File: src/rtl/lfsr_pkg.sv
// Shared types for the sequence generator.
package lfsr_pkg;
    // Selects how the feedback is applied
    typedef enum logic {
        FORM_FIB = 1'b0,   // parity of the taps enters at the left end
        FORM_GAL = 1'b1    // the output bit is folded into the taps during the shift
    } lfsr_form_e;
endpackage

File: src/rtl/lfsr_next.sv
// Combinational next-state function of the shift register.
// Assumes: bit 0 of TAP_MASK is set (the output stage is always a tap).
// TAP_MASK is written in external-form positions. The internal form uses
// the mirrored mask, so both forms share one polynomial parameter.
module lfsr_next #(
    parameter int                 WIDTH    = 16,
    parameter logic [WIDTH-1:0]   TAP_MASK = 16'h002D,
    parameter lfsr_pkg::lfsr_form_e FORM   = lfsr_pkg::FORM_FIB,
    parameter bit                 USE_XNOR = 1'b0
) (
    input  logic [WIDTH-1:0] cur,
    output logic [WIDTH-1:0] nxt
);
    generate
        if (FORM == lfsr_pkg::FORM_FIB) begin : g_fib
            logic fb;
            // Parity of the tapped stages, inverted for XNOR feedback
            assign fb  = (^(cur & TAP_MASK)) ^ USE_XNOR;
            assign nxt = {fb, cur[WIDTH-1:1]};
        end else begin : g_gal
            logic             gfb;
            logic [WIDTH-1:0] gmask;
            // Output bit drives the internal taps, inverted for XNOR feedback
            assign gfb = cur[0] ^ USE_XNOR;
            for (genvar i = 0; i < WIDTH; i++) begin : g_mask
                assign gmask[i] = TAP_MASK[WIDTH-1-i];
            end
            for (genvar i = 0; i < WIDTH-1; i++) begin : g_stage
                assign nxt[i] = cur[i+1] ^ (gmask[i] & gfb);
            end
            assign nxt[WIDTH-1] = cur[0];
        end
    endgenerate
endmodule

File: src/rtl/lfsr_seed_guard.sv
// Replaces a seed equal to the lock-up state with a legal start value.
// Assumes: SAFE_STATE differs from LOCK_STATE.
module lfsr_seed_guard #(
    parameter int               WIDTH      = 16,
    parameter logic [WIDTH-1:0] LOCK_STATE = '0,
    parameter logic [WIDTH-1:0] SAFE_STATE = 16'hACE1
) (
    input  logic [WIDTH-1:0] seed_in,
    output logic [WIDTH-1:0] seed_out
);
    // Pass the seed through unless it would stall the register
    always_comb begin
        seed_out = (seed_in == LOCK_STATE) ? SAFE_STATE : seed_in;
    end
endmodule

File: src/rtl/prbs16_lfsr.sv
// Top of the maximal-length sequence generator.
// The register shifts toward bit 0, and bit 0 is the serial output.
// A seed load has priority over an advance. Reset and lock-up loads both
// put the start value in the register.
module prbs16_lfsr #(
    parameter int                   WIDTH     = 16,
    parameter logic [WIDTH-1:0]     TAP_MASK  = 16'h002D,
    parameter lfsr_pkg::lfsr_form_e FORM      = lfsr_pkg::FORM_FIB,
    parameter bit                   USE_XNOR  = 1'b0,
    parameter logic [WIDTH-1:0]     BASE_SEED = 16'hACE1
) (
    input  logic             clk,
    input  logic             rst_n,
    input  logic             adv_en,
    input  logic             seed_load,
    input  logic [WIDTH-1:0] seed_val,
    output logic [WIDTH-1:0] state_q,
    output logic             serial_out
);
    localparam logic [WIDTH-1:0] LOCK_STATE = {WIDTH{USE_XNOR}};
    localparam logic [WIDTH-1:0] SAFE_STATE = BASE_SEED ^ {WIDTH{USE_XNOR}};

    logic [WIDTH-1:0] step_val;
    logic [WIDTH-1:0] load_val;

    lfsr_next #(
        .WIDTH(WIDTH), .TAP_MASK(TAP_MASK), .FORM(FORM), .USE_XNOR(USE_XNOR)
    ) u_next (
        .cur(state_q),
        .nxt(step_val)
    );

    lfsr_seed_guard #(
        .WIDTH(WIDTH), .LOCK_STATE(LOCK_STATE), .SAFE_STATE(SAFE_STATE)
    ) u_guard (
        .seed_in (seed_val),
        .seed_out(load_val)
    );

    // State register: reset, then load, then advance, otherwise hold
    always_ff @(posedge clk) begin
        if (!rst_n) begin
            state_q <= SAFE_STATE;
        end else if (seed_load) begin
            state_q <= load_val;
        end else if (adv_en) begin
            state_q <= step_val;
        end
    end

    // Serial output taken from the rightmost stage
    assign serial_out = state_q[0];
endmodule

File: config.mk
export PLATFORM = sky130hd
export DESIGN_NAME = prbs16_lfsr
export DESIGN_NICKNAME = d
export VERILOG_FILES = /design/src/rtl/lfsr_pkg.sv /design/src/rtl/lfsr_next.sv /design/src/rtl/lfsr_seed_guard.sv /design/src/rtl/prbs16_lfsr.sv
export SDC_FILE = /design/constraint.sdc
export NUM_CORES = 1
export LEC_CHECK = 0
export BUFFER_PORTS_ARGS = -buffer_cell sky130_fd_sc_hd__buf_2
export CAP_MARGIN = 20
export CORE_MARGIN = 2
export CORE_UTILIZATION = 45
export CTS_CLUSTER_SIZE = 28
export DETAILED_ROUTE_END_ITERATION = 8
export PLACE_DENSITY = 0.86
export RECOVER_POWER = 25
export SYNTH_ARGS = -nofsm -noshare
export SYNTH_HDL_FRONTEND = slang
export SYNTH_SLANG_ARGS = --single-unit
File: constraint.sdc
create_clock -name clk -period 1.59 [get_ports clk]
set_clock_uncertainty 0.2 [all_clocks]
set_input_delay 0 -clock clk [delete_from_list [all_inputs] [get_ports clk]]
set_output_delay 0 -clock clk [all_outputs]
set_load 0.05 [all_outputs]
==> results of run 1 <==
[critical path, cell delays in order]
cell	delay [ns]
dlygate4sd3_1	0.54
buf_2	0.13
nor4_2	0.27
a41o_2	0.33
nor3b_1	0.07
a31oi_1	0.14
[worst max path at each step]
stage / endpoint / slack (ns) / cells after the start
6_report: state_q[15] / 0.11 / 6
5_1_grt: state_q[15] / 0.07 / 6
4_1_cts: state_q[15] / 0.11 / 6
3_5_place_dp: state_q[15] / 0.28 / 4
3_3_place_gp: state_q[7] / 0.34 / 4
2_1_floorplan: state_q[15] / 0.08 / 4
[area by class of cell]
cell class,instances,area (sq um)
Fill cell,141,513.0
Inverter,1,3.754
Multi-Input combinational cell,64,464.2
Tap cell,25,31.28
Clock buffer,4,36.28
Sequential cell,16,320.3
Timing Repair Buffer,55,357.8
[cell families after synthesis]
logic type             count (synthesis)  share of synthesized area
AND/OR/NAND/NOR                       28                     0.1976
AO/OA/AOI/OAI                         17                     0.1222
multiplexers                          16                     0.2081
flip-flops                            16                     0.3861
buffers and inverters                  7                    0.05429
XOR/XNOR                               3                    0.03168
[where the power goes]
group | total [mW] | internal, mW | switching (mW)
Clock | 0.269 | 0.139 | 0.129
Combinational | 0.321 | 0.124 | 0.197
Sequential | 0.452 | 0.429 | 0.0230
[cell usage in the layout, fill, tap and decap left out, types with 2 or more instances in the layout]
| master | n |
|---|---|
| buf_2 | 28 |
| dlygate4sd3_1 | 18 |
| dfxtp_1 | 16 |
| nand2_1 | 15 |
| mux2i_1 | 9 |
| o21ai_0 | 8 |
| and2_1 | 8 |
| clkbuf_1 | 8 |
| o22ai_1 | 7 |
| mux2_2 | 6 |
| nor4_2 | 4 |
| clkbuf_4 | 3 |
| xnor2_1 | 2 |
[layer usage]
metal / track usage / routed length [um]
met5: 0 / 0
met1: 0.2512 / 953
met2: 0.3808 / 1070
met4: 0.1000 / 43
met3: 0.04231 / 89
==> flow_summary.json, run 1 <==
{
  "synthTopCellsByArea": "dfxtp_1 39%, mux2i_1 11%, mux2_2 8.1%, nand2_1 6.8%, and2_1 6.0%",
  "root_buffer": "clkbuf_4",
  "netlist_top_cells_count": "16 x dfxtp_1, 15 x nand2_1, 9 x mux2i_1, 8 x and2_1, 8 x o21ai_0",
  "tightestPinTransition_ns": 0.6161,
  "hold_class": "input port to flip-flop",
  "grt_max_degree": 24,
  "vias_per_cell": 5.055,
  "gp_congestion": 0.7730,
  "initial_core_util": 0.4804,
  "cp_max_fo": 8,
  "die_h_um": 46.94,
  "post_cts_resize_count": 0,
  "final_cells": 165,
  "fin_tns_setup_ns": 0,
  "place_inst": 143,
  "clock_path_buffers": 2,
  "async_flop_share": 0,
  "finalMaxSlewViolations": 0,
  "postSynthAreaPerCell_sq_um": 9.535,
  "drt_pass1_iterations": 4,
  "ys.flop_type": "dfxtp_1",
  "h-tree-depth": 1,
  "hold_viol": 0,
  "worstSetupEndpointType": "flip-flop",
  "cp-startpoint": "seed_val[7]",
  "cts-buffers-inserted": 3,
  "hpwl_mm": 1.359,
  "timing.final.crit_period_ns": 1.482,
  "yosysMostFrequentCell": "dfxtp_1",
  "cp.arrival_ns": 1.49,
  "hold_path_end": "state_q[15]",
  "slew_headroom": 0.5910,
  "max_freq_mhz": 674.6,
  "power_density_nw_per_um2": 858.5,
  "finalCritPeriodShare": 0.9323,
  "clk_pin_slew_ns": 0.09,
  "vdd_drop_max_mv": 0.4782,
  "drc_errors": 0,
  "final_nets": 161,
  "antenna_found_initial": 0,
  "post_cts_buffers": 0,
  "cap_violations": 0,
  "ff2ff_path_depth": 4,
  "synthDistinctLibCells": 18,
  "coreArea_sq_um": 1727,
  "fin_ws_ns": 0.1077,
  "dpl_cell_area_sq_um": 1007,
  "drive_gt1_frac": 0.3214,
  "start_kind": "input port",
  "synth_top_cell_by_area": "dfxtp_1",
  "wl_per_cell_um": 13.07,
  "antenna_left": 0,
  "std_cell_rows": 15,
  "cts_hold_buffers": 18,
  "antenna_cells": 0,
  "cts_sinks": 16,
  "ff2ff_setup_slack_ns": 0.26,
  "cp_data_required_time_ns": 1.60,
  "grt_overflow_total": 0,
  "rr_endpoint": "state_q[15]",
  "final_area_sq_um": 1214,
  "grt_pass1_vias": 800,
  "rsz0062_at_grt": "false",
  "p_leak_nw": 0.5345,
  "top_register": "state_q",
  "die_w_um": 46.94,
  "outcome": "finished clean",
  "setup_viol": 0,
  "grt_pass1_wl_mm": 3.312,
  "io_pins": 37,
  "hold_ws_ns": 0.09967,
  "worstHoldStart": "adv_en",
  "fp.dieArea_sq_um": 2203,
  "cts_tree": "yes",
  "largestRegisters": "state_q: 16 flops",
  "ys.warnings.count": 0,
  "crit_type": "input port to flip-flop",
  "largest_register_ffs": 16,
  "insertion_delay_ns": 0.28,
  "port_buffers": 36,
  "rr_startpoint": "state_q[5]",
  "syn_area_sq_um": 829.5,
  "vias": 834,
  "dr.first_iter.drc_count": 14,
  "synth_nets": 107,
  "grt.total_usage": 0.2164,
  "synth_seq_area_share": 0.3861,
  "p_total_mw": 1.042,
  "finish.utilization": 0.7029,
  "synth_edf_count": 0,
  "synth_seq_cells": 16,
  "place_ws_ns": 0.2796,
  "yosysTopAreaCellShare": 0.3861,
  "synthCells": 87,
  "layout-area-overhead-vs-synth_pct": 46.30,
  "drt_wl_total_mm": 2.156,
  "holdPathStages": 3
}
Power figures use the tool's default switching activity.
==> inputs of run 2 (changes only) <==
Settings changed: RECOVER_POWER 25 to default.
==> run 2 against run 1 <==
Largest cell class unchanged. Cell area up 0.82%. Via count rose by 0.12%. Sequential power about the same. Global-route usage unchanged. Worst setup slack got worse by 0.0025 ns. Clock-buffer cell count unchanged. Critical path type unchanged. Critical path depth is the same.
==> flow_summary.json, run 2 (synthesized netlist as in run 1, its figures left out) <==
{
  "clkPwrFrac": 0.257,
  "swShare": 0.3334,
  "finish.utilization": 0.7087,
  "max_freq_mhz": 673.5,
  "vias_per_cell": 5.061,
  "grt_pass1_vias": 800,
  "power_density_nw_per_um2": 854.4,
  "cp_data_required_time_ns": 1.60,
  "final_nets": 161,
  "cts_hold_buffers": 18,
  "initial_core_util": 0.4804,
  "multi_input_area_sq_um": 464.2,
  "register_area_sq_um": 320.3,
  "antenna_cells": 0,
  "port_buffers": 36,
  "clock_path_buffers": 2,
  "vdd_drop_max_mv": 0.4791,
  "outcome": "finished clean",
  "antenna_left": 0,
  "largestRegisters": "state_q: 16 flops",
  "die_h_um": 46.94,
  "slew_headroom": 0.7231,
  "root_buffer": "clkbuf_4",
  "final_cells": 165,
  "fin_ws_ns": 0.1053,
  "io_pins": 37,
  "fin_tns_setup_ns": 0,
  "setup_viol": 0,
  "hold_viol": 0,
  "grt_pass1_wl_mm": 3.312,
  "power.net_switching_mw": 0.3485,
  "antenna_found_initial": 0,
  "grt_overflow_total": 0,
  "std_cell_rows": 15,
  "p_total_mw": 1.046,
  "die_w_um": 46.94,
  "grt.total_usage": 0.2164,
  "top_register": "state_q",
  "cp.arrival_ns": 1.49,
  "insertion_delay_ns": 0.28,
  "largest_register_ffs": 16,
  "clk_pin_slew_ns": 0.09,
  "cp_max_fo": 8,
  "h-tree-depth": 1,
  "crit_path_max_incr_delay_ns": 0.54,
  "coreArea_sq_um": 1727,
  "p_leak_nw": 0.5527,
  "place_ws_ns": 0.2796,
  "hold_class": "input port to flip-flop",
  "drc_errors": 0,
  "drt_wl_total_mm": 2.139,
  "cap_violations": 0,
  "power_frac_seq": 0.432,
  "cts_sinks": 16,
  "wl_per_cell_um": 12.96,
  "cpMaxStageDelayCell": "dlygate4sd3_1",
  "drt_pass1_iterations": 4,
  "post_cts_buffers": 0,
  "fp.dieArea_sq_um": 2203,
  "final_common_cell": "buf_2",
  "tightestPinTransition_ns": 0.4154,
  "hpwl_mm": 1.359,
  "drive_gt1_frac": 0.3786,
  "layout-area-overhead-vs-synth_pct": 47.51,
  "place_inst": 143,
  "start_kind": "input port",
  "p_int_mw": 0.6970,
  "combPwrFrac": 0.311,
  "crit_chain": "dlygate4sd3_1 -> buf_2 -> nor4_2 -> a41o_2 -> nor3b_1 -> a31oi_1",
  "cts-buffers-inserted": 3,
  "cts_tree": "yes",
  "finalMaxSlewViolations": 0,
  "grt_max_degree": 24,
  "rsz0062_at_grt": "false",
  "post_cts_resize_count": 0,
  "worstSetupEndpointType": "flip-flop",
  "finalCritPeriodShare": 0.9338,
  "dr.first_iter.drc_count": 14,
  "vias": 835,
  "gp_congestion": 0.7730,
  "nFillCells": 138,
  "timing.final.crit_period_ns": 1.485,
  "final_cell_mix": "36 x buf_2, 18 x dlygate4sd3_1, 16 x dfxtp_1",
  "crit_type": "input port to flip-flop"
}
-- run 2: changes by cell type in the layout (fill, tap and decap cells not counted) --
cell	delta
clkbuf_1	-8
buf_2	+8
-- run 2: power by group through the flow --
stage	Clock [mW]	Sequential (mW)	Combinational, mW
after floorplan	0	0.556	0.116
after global placement	0	0.459	0.282
after detailed placement	0	0.460	0.287
after CTS	0.273	0.451	0.323
after global routing	0.294	0.455	0.348
final	0.269	0.452	0.325
-- run 2: stage by stage --
step	area (sq um)	hold slack, ns
global placement	1007	0.04370
detailed placement	1007	0.05214
global route	1224	0.1126
CTS	1224	0.09260
finish	1224	0.09934
floorplan	829.5	-0.07829
-- run 2: cell type report --
cell class | count | share of cell area
Timing Repair Buffer | 55 | 0.3006
Clock buffer | 4 | 0.02965
Multi-Input combinational cell | 64 | 0.3793
Sequential cell | 16 | 0.2618
Tap cell | 25 | 0.02556
Inverter | 1 | 0.003067
-- run 2: final timing paths --
check                                 start     endpoint  slack, ns  cells after the start
worst min-delay path                 adv_en  state_q[15]        0.1                      3
worst max register to register   state_q[5]  state_q[15]       0.26                      4
worst max-delay path            seed_val[7]  state_q[15]       0.11                      6
worst min register to register  state_q[15]  state_q[15]       0.40                      2
-- run 2: critical path, delay by kind of cell --
kind,cells,cell delay [ns]
compound gates,2,0.48
buf+inv,2,0.67
simple gates,2,0.34
-- run 2: metal layers --
metal | vias up | routed length [um] | GRT usage
met3 | 4 | 94 | 0.04231
met2 | 33 | 1068 | 0.3808
met5 | - | 0 | 0
met4 | 0 | 42 | 0.1000
li1 | 415 | - | -
met1 | 383 | 933 | 0.2512
==> inputs of run 3 (changes only) <==
Settings changed: SETUP_SLACK_MARGIN from default to 0.2.
==> run 3 against run 2 <==
First-iteration DRC count up 21%. Clock-buffer cell count down 1. Cell area up 4.7%. Core utilization up 3.3 points. Via count up 6.6%. Non-clock buffer count up 1. Maximum frequency up 13%. Routed wire length up 18%. Sequential power about the same. Hold slack worse by 0.094 ns. Combinational power up 7.4%. Critical endpoint unchanged. Largest cell class unchanged.
==> flow_summary.json, run 3 (synthesized netlist as in run 1, its figures left out) <==
{
  "outcome": "finished clean",
  "vias_per_cell": 5.361,
  "hpwl_mm": 1.397,
  "register_area_sq_um": 325.3,
  "port_buffers": 36,
  "p_total_mw": 1.008,
  "crit_path_max_incr_delay_ns": 0.53,
  "top_usage_layer": "met2",
  "crit_type": "input port to flip-flop",
  "final_common_cell": "buf_2",
  "power.net_switching_mw": 0.3528,
  "finalMaxSlewViolations": 0,
  "grt_max_degree": 24,
  "hold_ws_ns": 0.004982,
  "crit_family": "buffers and inverters",
  "antenna_left": 0,
  "combPwrFrac": 0.346,
  "fp.dieArea_sq_um": 2203,
  "hold_viol": 0,
  "clkPwrFrac": 0.205,
  "setup_viol": 0,
  "drive_gt1_frac": 0.4000,
  "slew_headroom": 0.7185,
  "p_leak_nw": 0.5772,
  "gp_congestion": 0.7353,
  "vias": 890,
  "clock_path_buffers": 2,
  "largestRegisters": "state_q: 16 flops",
  "grt_pass1_vias": 827,
  "layout-area-overhead-vs-synth_pct": 54.45,
  "die_w_um": 46.94,
  "drc_errors": 0,
  "grt_pass1_wl_mm": 3.367,
  "timing.final.crit_period_ns": 1.315,
  "dr.first_iter.drc_count": 17,
  "rsz0062_at_grt": "false",
  "grt.total_usage": 0.2132,
  "io_pins": 37,
  "fin_tns_setup_ns": 0,
  "nFillCells": 117,
  "clk_pin_slew_ns": 0.09,
  "cts_sinks": 16,
  "use_met2": 0.3781,
  "power_frac_seq": 0.449,
  "h-tree-depth": 1,
  "vdd_drop_max_mv": 0.4591,
  "final_nets": 162,
  "cpMaxStageDelayCell": "dlygate4sd3_1",
  "multi_input_area_sq_um": 500.5,
  "grt_use_met1": 0.2488,
  "wl_per_cell_um": 15.26,
  "cap_violations": 0,
  "start_kind": "input port",
  "swShare": 0.3498,
  "std_cell_rows": 15,
  "cp_data_required_time_ns": 1.59,
  "crit_chain": "dlygate4sd3_1 -> buf_2 -> nor4_4 -> a41o_4 -> nor3b_1 -> a31oi_1",
  "cts-buffers-inserted": 3,
  "top_register": "state_q",
  "final_cells": 166,
  "cp.arrival_ns": 1.32,
  "cp_max_fo": 8,
  "antenna_found_initial": 0,
  "root_buffer": "clkbuf_4",
  "grt_overflow_total": 0,
  "largest_register_ffs": 16,
  "finalCritPeriodShare": 0.8270,
  "max_freq_mhz": 760.5,
  "place_inst": 143,
  "cts_tree": "yes",
  "grt_util_met3": 0.03077,
  "insertion_delay_ns": 0.27,
  "final_cell_mix": "34 x buf_2, 17 x dlygate4sd3_1, 15 x nand2_1",
  "cp_num_buf_inv": 2,
  "die_h_um": 46.94,
  "drt_wl_total_mm": 2.533,
  "p_int_mw": 0.6556,
  "tightestPinTransition_ns": 0.4223,
  "worstSetupEndpointType": "flip-flop",
  "power_density_nw_per_um2": 787.0,
  "coreArea_sq_um": 1727,
  "drt_pass1_iterations": 4,
  "initial_core_util": 0.4804,
  "hold_class": "input port to flip-flop"
}
-- run 3: power groups by stage --
stage               sequential [mW]  combinational [mW]  clock, mW
floorplan                     0.557               0.116          0
global placement              0.461               0.282          0
detailed placement            0.461               0.288          0
CTS                           0.452               0.323      0.209
global route                  0.456               0.369      0.239
finish                        0.453               0.349      0.207
-- run 3: layout make-up --
class / count / area share
Tap cell: 25 / 0.02441
Sequential cell: 16 / 0.2539
Timing Repair Buffer: 56 / 0.3086
Antenna cell: 1 / 0.001953
Clock buffer: 3 / 0.01758
Multi-Input combinational cell: 64 / 0.3906
Inverter: 1 / 0.002930
-- run 3: metal layers --
metal / vias to the layer above / wire, um / share of wire
met5: - / 0 / 0
met4: 0 / 80 / 0.032
met3: 8 / 83 / 0.033
met2: 33 / 1278 / 0.50
met1: 434 / 1090 / 0.43
li1: 415 / - / -
-- run 3: worst register-to-register path: stages (launching register included) --
cell     delay [ns]
dfxtp_2        0.35
xor2_1         0.17
xnor2_1        0.21
mux2i_1        0.12
a31oi_1        0.19
-- run 3: what timing repair did --
action | CTS | global route
gates resized for setup | 0 | 9
buffers inserted | 0 | 0
hold buffers | 18 | 1
endpoints found under the setup margin | 0 | 3
endpoints found under the hold margin | 16 | 1
-- run 3: path summary, 6_finish.rpt --
kind	start	endpoint	slack (ns)	cells after the start
worst min register to register	state_q[15]	state_q[15]	0.44	2
worst max-delay path	seed_val[0]	state_q[15]	0.28	6
worst max register to register	state_q[3]	state_q[15]	0.28	4
worst min-delay path	seed_val[10]	state_q[10]	0.005	4
-- run 3: stage by stage --
step                utilization  setup slack (ns)  area [sq um]
floorplan                     -            0.2606         834.6
global placement         0.5862            0.3457          1012
detailed placement       0.5862            0.3093          1012
CTS                      0.7036            0.2156          1215
global route             0.7406            0.2308          1279
finish                   0.7420            0.2751          1281
